[src/rtl/vpc_pkg.sv]
package vpc_pkg;
   localparam int VPC_PRIO_W = 8;
   localparam int VPC_BPR_W  = 3;

   typedef enum logic {
      VGRP_0 = 1'b0,
      VGRP_1 = 1'b1
   } vgrp_e;
endpackage

[src/rtl/vpc_bpr_select.sv]
module vpc_bpr_select
   import vpc_pkg::*;
#(
   parameter int BPR_W = VPC_BPR_W
) (
   input  vgrp_e            grp,
   input  logic             shared,
   input  logic [BPR_W-1:0] bpr0,
   input  logic [BPR_W-1:0] bpr1,
   output logic [BPR_W-1:0] eff_bpr
);
   logic use_g1;

   // group 1 falls back to the group-0 binary point when sharing is on
   assign use_g1  = (grp == VGRP_1) && !shared;
   assign eff_bpr = use_g1 ? bpr1 : bpr0;
endmodule

[src/rtl/vpc_gprio_mask.sv]
module vpc_gprio_mask #(
   parameter int PRIO_W      = 8,
   parameter int BPR_W       = 3,
   parameter bit GEN_SHIFTER = 1'b1
) (
   input  logic [BPR_W-1:0]  bpr,
   output logic [PRIO_W-1:0] mask
);
   localparam logic [PRIO_W-1:0] ONES = {PRIO_W{1'b1}};

   generate
      if (GEN_SHIFTER) begin : g_shift
         // two-step shift keeps the result inside PRIO_W bits even at bpr = PRIO_W-1
         logic [PRIO_W-1:0] stage;
         assign stage = ONES << bpr;
         assign mask  = stage << 1;
      end else begin : g_cmp
         // one comparator per bit: bit i survives when i > bpr
         for (genvar i = 0; i < PRIO_W; i++) begin : g_bit
            assign mask[i] = (32'(bpr) < i);
         end
      end
   endgenerate
endmodule

[src/rtl/vpc_priority_gate.sv]
module vpc_priority_gate #(
   parameter int PRIO_W = 8
) (
   input  logic              en,
   input  logic [PRIO_W-1:0] pend,
   input  logic [PRIO_W-1:0] pmr,
   input  logic [PRIO_W-1:0] run,
   input  logic [PRIO_W-1:0] mask,
   output logic              grant
);
   localparam logic [PRIO_W-1:0] IDLE = {PRIO_W{1'b1}};

   logic              unmasked;
   logic              idle;
   logic [PRIO_W-1:0] pend_grp;
   logic [PRIO_W-1:0] run_grp;
   logic              preempts;

   assign unmasked = pend < pmr;
   assign idle     = (run == IDLE);
   assign pend_grp = pend & mask;
   assign run_grp  = run & mask;
   assign preempts = pend_grp < run_grp;

   always_comb begin
      grant = 1'b0;
      if (en && unmasked) begin
         grant = idle ? 1'b1 : preempts;
      end
   end
endmodule

[src/rtl/vpc_top.sv]
module vpc_top
   import vpc_pkg::*;
#(
   parameter int PRIO_W      = VPC_PRIO_W,
   parameter int BPR_W       = VPC_BPR_W,
   parameter bit GEN_SHIFTER = 1'b1
) (
   input  logic              vif_en,
   input  logic [PRIO_W-1:0] pend_prio,
   input  logic              pend_grp1,
   input  logic [PRIO_W-1:0] prio_mask,
   input  logic [BPR_W-1:0]  bpr_g0,
   input  logic [BPR_W-1:0]  bpr_g1,
   input  logic              shared_bpr,
   input  logic [PRIO_W-1:0] run_prio,
   output logic              can_signal,
   output logic [PRIO_W-1:0] gprio_mask
);
   localparam int BPR_SPAN = 1 << BPR_W;

   generate
      if (PRIO_W < 2) begin : g_bad_prio
         $error("vpc_top: PRIO_W must be at least 2");
      end
      if (BPR_SPAN < PRIO_W) begin : g_bad_bpr
         $error("vpc_top: BPR_W too narrow to reach PRIO_W-1");
      end
   endgenerate

   vgrp_e             grp;
   logic [BPR_W-1:0]  eff_bpr;

   assign grp = pend_grp1 ? VGRP_1 : VGRP_0;

   vpc_bpr_select #(.BPR_W(BPR_W)) u_bsel (
      .grp     (grp),
      .shared  (shared_bpr),
      .bpr0    (bpr_g0),
      .bpr1    (bpr_g1),
      .eff_bpr (eff_bpr)
   );

   vpc_gprio_mask #(
      .PRIO_W      (PRIO_W),
      .BPR_W       (BPR_W),
      .GEN_SHIFTER (GEN_SHIFTER)
   ) u_mask (
      .bpr  (eff_bpr),
      .mask (gprio_mask)
   );

   vpc_priority_gate #(.PRIO_W(PRIO_W)) u_gate (
      .en    (vif_en),
      .pend  (pend_prio),
      .pmr   (prio_mask),
      .run   (run_prio),
      .mask  (gprio_mask),
      .grant (can_signal)
   );
endmodule

[config.mk]
export PLATFORM = sky130hd
export DESIGN_NAME = vpc_top
export DESIGN_NICKNAME = d
export VERILOG_FILES = /design/src/rtl/vpc_pkg.sv /design/src/rtl/vpc_bpr_select.sv /design/src/rtl/vpc_gprio_mask.sv /design/src/rtl/vpc_priority_gate.sv /design/src/rtl/vpc_top.sv
export SDC_FILE = /design/constraint.sdc
export NUM_CORES = 1
export LEC_CHECK = 0
export BUFFER_PORTS_ARGS = -buffer_cell sky130_fd_sc_hd__buf_2
export CAP_MARGIN = 10
export CELL_PAD_IN_SITES_DETAIL_PLACEMENT = 1
export CELL_PAD_IN_SITES_GLOBAL_PLACEMENT = 1
export CORE_MARGIN = 10
export CORE_UTILIZATION = 25
export DETAILED_ROUTE_END_ITERATION = 6
export PLACE_DENSITY_LB_ADDON = 0.15
export SLEW_MARGIN = 20
export SYNTH_ARGS = -nofsm -noshare
export SYNTH_HDL_FRONTEND = slang
export SYNTH_HIERARCHICAL = 1
export SYNTH_SLANG_ARGS = --single-unit
[constraint.sdc]
create_clock -name vclk -period 4
set_input_delay 0.4 -clock vclk [all_inputs]
set_output_delay 0.4 -clock vclk [all_outputs]
set_load 0.05 [all_outputs]
# After elaboration in Yosys (flattened, before gate mapping)
# Cells that the tools add are included.
[word_totals]
output_inout_bits = 9
input_bits = 33
reg_bits = 0
word_cells = 13
[classes]
magnitude_cmp = 2
reduce_logical = 3
shifts = 1
bitwise = 2
n_eq_ne = 1
muxes = 4
[op_table]
columns = ["op", "n"]
rows = [
  ["8-bit AND", 2],
  ["8-bit < comparator", 2],
  ["8-bit equality test (second input constant)", 1],
  ["8-bit by 3-bit left shift with 7-bit output (first input constant)", 1],
  ["1-bit 2-to-1 mux", 3],
  ["3-bit 2-to-1 mux", 1],
  ["1-bit logical AND", 2],
  ["1-bit logical NOT", 1],
]

# Logic depth before layout (Yosys ltp)
[logic_depth]
word_depth = 8
mapped_depth = 9
mapped_depth_nobuf = 9

# Hierarchy
# Netlist, hierarchy kept.
[by_module_without_submodules]
columns = ["mod", "seq_area_each_um2", "n_inst", "area_per_inst_um2", "cells_per_inst"]
rows = [
  ["vpc_priority_gate", 0.0, 1, 445.4, 62],
  ["vpc_bpr_select", 0.0, 1, 58.8, 4],
  ["vpc_gprio_mask", 0.0, 1, 47.5, 9],
]

# Least setup slack after synthesis
# OpenSTA, ideal clock, no wires.
[synth_timing]
path_type = "input to output"
from = "input shared_bpr"
to = "output can_signal"
path_buffers = 0
required_ns = 3.600
path_stages = 9
setup_slack_ns = 0.684
arrival_time_ns = 2.916
path_cell_list = "nand2b_4 -> mux2_4 -> o21ai_1 -> and2_1 -> ha_1 -> and4_1 -> o221ai_1 -> o22ai_1 -> a21oi_2"
[synth_via]
elab_chain_len = 8
word_cells_on_any_way = 9
cone_classes = "order compare: 1; shift: 1; mux: 3; bitwise: 2; reduce/logical: 2"
[synth_lines]
columns = ["item", "line_no", "source"]
rows = [
  ["start, declared", "vpc_top.sv:14", "input logic shared_bpr,"],
  ["1-bit logical NOT *", "vpc_bpr_select.sv:15", "assign use_g1 = (grp == VGRP_1) && !shared;"],
  ["1-bit logical AND *", "vpc_bpr_select.sv:15", ""],
  ["3-bit 2-to-1 mux *", "vpc_bpr_select.sv:16", "assign eff_bpr = use_g1 ? bpr1 : bpr0;"],
  ["net eff_bpr[1]", "vpc_top.sv:31", "logic [BPR_W-1:0] eff_bpr;"],
  ["8-bit by 3-bit left shift with 7-bit output *", "vpc_gprio_mask.sv:15", "assign stage = ONES << bpr;"],
  ["net gprio_mask[5]", "vpc_top.sv:17", "output logic [PRIO_W-1:0] gprio_mask"],
  ["8-bit AND, on equally long branches", "vpc_priority_gate.sv:21, vpc_priority_gate.sv:22", ""],
  ["8-bit < comparator *", "vpc_priority_gate.sv:23", "assign preempts = pend_grp < run_grp;"],
  ["1-bit 2-to-1 mux *", "vpc_priority_gate.sv:28", "grant = idle ? 1'b1 : preempts;"],
  ["1-bit 2-to-1 mux *", "vpc_priority_gate.sv:27", "if (en && unmasked) begin"],
  ["end, declared", "vpc_top.sv:16", "output logic can_signal,"],
]
# Mark *: on every way through the listed nets, which the timed path passes. The rest lies on a longest branch.

# Worst setup path after layout
[layout_timing]
from = "input shared_bpr"
to = "output can_signal"
[layout_via]
elab_chain_len = 8
word_cells_on_any_way = 9
cone_classes = "order compare: 1; shift: 1; mux: 3; bitwise: 2; reduce/logical: 2"
[layout_lines]
columns = ["item", "line_no"]
rows = [
  ["1-bit logical NOT *", "vpc_bpr_select.sv:15"],
  ["1-bit logical AND *", "vpc_bpr_select.sv:15"],
  ["3-bit 2-to-1 mux *", "vpc_bpr_select.sv:16"],
  ["net eff_bpr[1]", "vpc_top.sv:31"],
  ["8-bit by 3-bit left shift with 7-bit output *", "vpc_gprio_mask.sv:15"],
  ["8-bit AND, on equally long branches", "vpc_priority_gate.sv:21, vpc_priority_gate.sv:22"],
  ["8-bit < comparator *", "vpc_priority_gate.sv:23"],
  ["1-bit 2-to-1 mux *", "vpc_priority_gate.sv:28"],
  ["1-bit 2-to-1 mux *", "vpc_priority_gate.sv:27"],
]
# Marks and branches as above.

==> run summary <==
outcome - completed
post-synthesis sequential area ratio - 0%
count of synthesis-stage warnings from yosys - 6
full die area - 0.00449 mm2
flip-flop and latch count - 0
minimum clock period after layout - 2.80 ns
routed via count - 669
combined area of the multi-input logic cells - 514 um2
placed instance count - 142
number of antenna violations at the first check in global routing - 0
Setup Fix Bufs, Post-CTS - 0
ratio of total power to cell area - 146 mW/mm2
Max Transition Viols Final - 0
met3 routing resource usage after global routing - 3.01%
remaining number of nets flagged by the antenna check after routing - 0
share of cells above drive strength 1 - 41.7%
Slowest cell on crit path - sky130_fd_sc_hd__mux2_4
post-cts repair resize count - 0
vias per cell - 4.71
pre-CTS setup slack - 1.20 ns
Arr. time, crit path - 2.40 ns
biggest cell delay along the critical path - 0.34 ns
type of element capturing the critical path - output pin
vias in the first global route - 758
Worst Setup Start Kind - input pin
clkbuf count - 0
residual DRC count - 0
Chip Height - 67.0 um
met2 GRT Util - 15.5%
grt met1 use - 9.11%
number of max-capacitance violations reported - 0
Cell variety after synth - 25
Die X - 67.0 um
leakage power - 0.449 nW
CP Class - in2out
overall power - 114 uW
VDD IR max - 66.0 uV
class of the tightest hold or removal check - in2out
setup repair after global routing missed its margin - no
Layout Cells excl Fill - 142
FF+latch area - 0 um2
antenna cell count - 0
final worst setup slack - 1.20 ns
effective utilization at floorplan - 27.3%
synthesized area - 552 um2
Post-Syn Area per Cell - 7.36 um2
critical-path maximum fanout - 6
Post-Syn Nets - 122
total overflow reported by the global router - 0
number of buffers inserted by port buffering - 41
routability-driven placement congestion ratio - 0.674
cell type group with the largest total delay on the critical path - simple AND/OR/NAND/NOR gates
fin nets - 164
layer with the highest usage after global routing - met2
Post-Synthesis Cells - 75
largest net degree at the start of global routing - 8
critical path cell sequence - buf_2 > nand2b_4 > mux2_4 > o21ai_1 > and2_1 > ha_1 > and4_1 > o221ai_1 > o22ai_1 > a21oi_2 > buf_2
ranking of synthesized cells by area - sky130_fd_sc_hd__ha_1, sky130_fd_sc_hd__mux2_4, sky130_fd_sc_hd__and2_1
fraction of the cycle the final worst path needs - 70.0%
hpwl dp - 1840 um
first-pass GRT wire length - 3160 um
area share of the largest cell type after synthesis - 31.7%
cell accounting for the most synthesized area - sky130_fd_sc_hd__ha_1
CP dominant cell by count - sky130_fd_sc_hd__buf_2
required time of the critical path - 3.60 ns
Syn-to-layout area delta - 42.0%
count of buffer and inverter cells on the critical path - 2
Fin Hold WS - 1.29 ns
DR iter-0 viols - 2
Core Box Area - 0.00202 mm2
total wirelength of the detailed-routed design - 1900 um
number of endpoints with negative hold slack in the final report - 0
maximum clock rate - 357 MHz
total routing resource utilization after global routing - 8.34%
average wire per cell in the routed design - 13.4 um
Core Rows - 16
1st-pass router iterations - 2
Setup TNS - 0 ns
I/O pins - 42
Filler Cells Inserted - 276
Setup-failing EPs final - 0
Hold Buf Count CTS - 0
-- metal layers --
| metal | routed length (um) | part of all wire (%) |
|---|---|---|
| met5 | 0 | 0 |
| met4 | 0 | 0 |
| met3 | 186 | 9.8 |
| met2 | 951 | 50 |
| met1 | 766 | 40 |
-- cell families after synthesis --
logic type,after synthesis,synth area share (%)
multiplexers,3,8.16
buffers and inverters,9,6.80
other,1,0.680
AO/OA/AOI/OAI,16,20.2
adder cells (fa/ha/maj),14,31.7
AND/OR/NAND/NOR,32,32.4
-- cells in the final DEF (no fill, tap or decap) --
cell type / instances
sky130_fd_sc_hd__buf_2: 41
sky130_fd_sc_hd__ha_1: 14
sky130_fd_sc_hd__nand2_1: 9
sky130_fd_sc_hd__inv_1: 8
sky130_fd_sc_hd__and2_1: 7
sky130_fd_sc_hd__nor2_1: 5
sky130_fd_sc_hd__a21oi_1: 4
sky130_fd_sc_hd__mux2_4: 3
sky130_fd_sc_hd__o21a_1: 3
sky130_fd_sc_hd__nand2b_1: 2
sky130_fd_sc_hd__nand3_1: 2
sky130_fd_sc_hd__a21o_1: 2
sky130_fd_sc_hd__o21ai_1: 2
sky130_fd_sc_hd__nand4_1: 2
sky130_fd_sc_hd__nand2b_4: 1
sky130_fd_sc_hd__a2111oi_2: 1
sky130_fd_sc_hd__nor3_1: 1
sky130_fd_sc_hd__nor4bb_1: 1
sky130_fd_sc_hd__o21ai_0: 1
sky130_fd_sc_hd__and4_1: 1
sky130_fd_sc_hd__o221ai_1: 1
sky130_fd_sc_hd__o22ai_1: 1
sky130_fd_sc_hd__a21oi_2: 1
sky130_fd_sc_hd__nor3_2: 1
sky130_fd_sc_hd__conb_1: 1
-- power breakdown --
part | internal [mW] | switching [mW] | total (mW)
clock network | 0 | 0 | 0
registers | 0 | 0 | 0
logic | 0.0452 | 0.0692 | 0.114
-- Yosys cell counts (3+ instances only) --
cell                      number
sky130_fd_sc_hd__mux2_4        3
sky130_fd_sc_hd__ha_1         14
sky130_fd_sc_hd__inv_1         8
sky130_fd_sc_hd__nor2_1        5
sky130_fd_sc_hd__o21a_1        3
sky130_fd_sc_hd__a21oi_1       4
sky130_fd_sc_hd__nand2_1       9
sky130_fd_sc_hd__and2_1        7
-- metrics by stage --
stage | cell area (um2) | util, %
after floorplan | 552 | -
after global routing | 783 | 38.7
after detailed placement | 783 | 38.7
after global placement | 783 | 38.7
after CTS | 783 | 38.7
final | 783 | 38.7
-- area by class of cell --
type / instances / share of cell area (%)
multi-input combinational: 66 / 65.7
inverter: 8 / 3.83
timing repair buffer: 41 / 26.2
tap: 27 / 4.31
-- final timing paths --
kind	start	endpoint	slack (ns)	depth (start not counted)
worst min-delay path	bpr_g0[0]	gprio_mask[1]	1.29	4
worst max-delay path	shared_bpr	can_signal	1.20	11
Power figures use the tool's default switching activity.
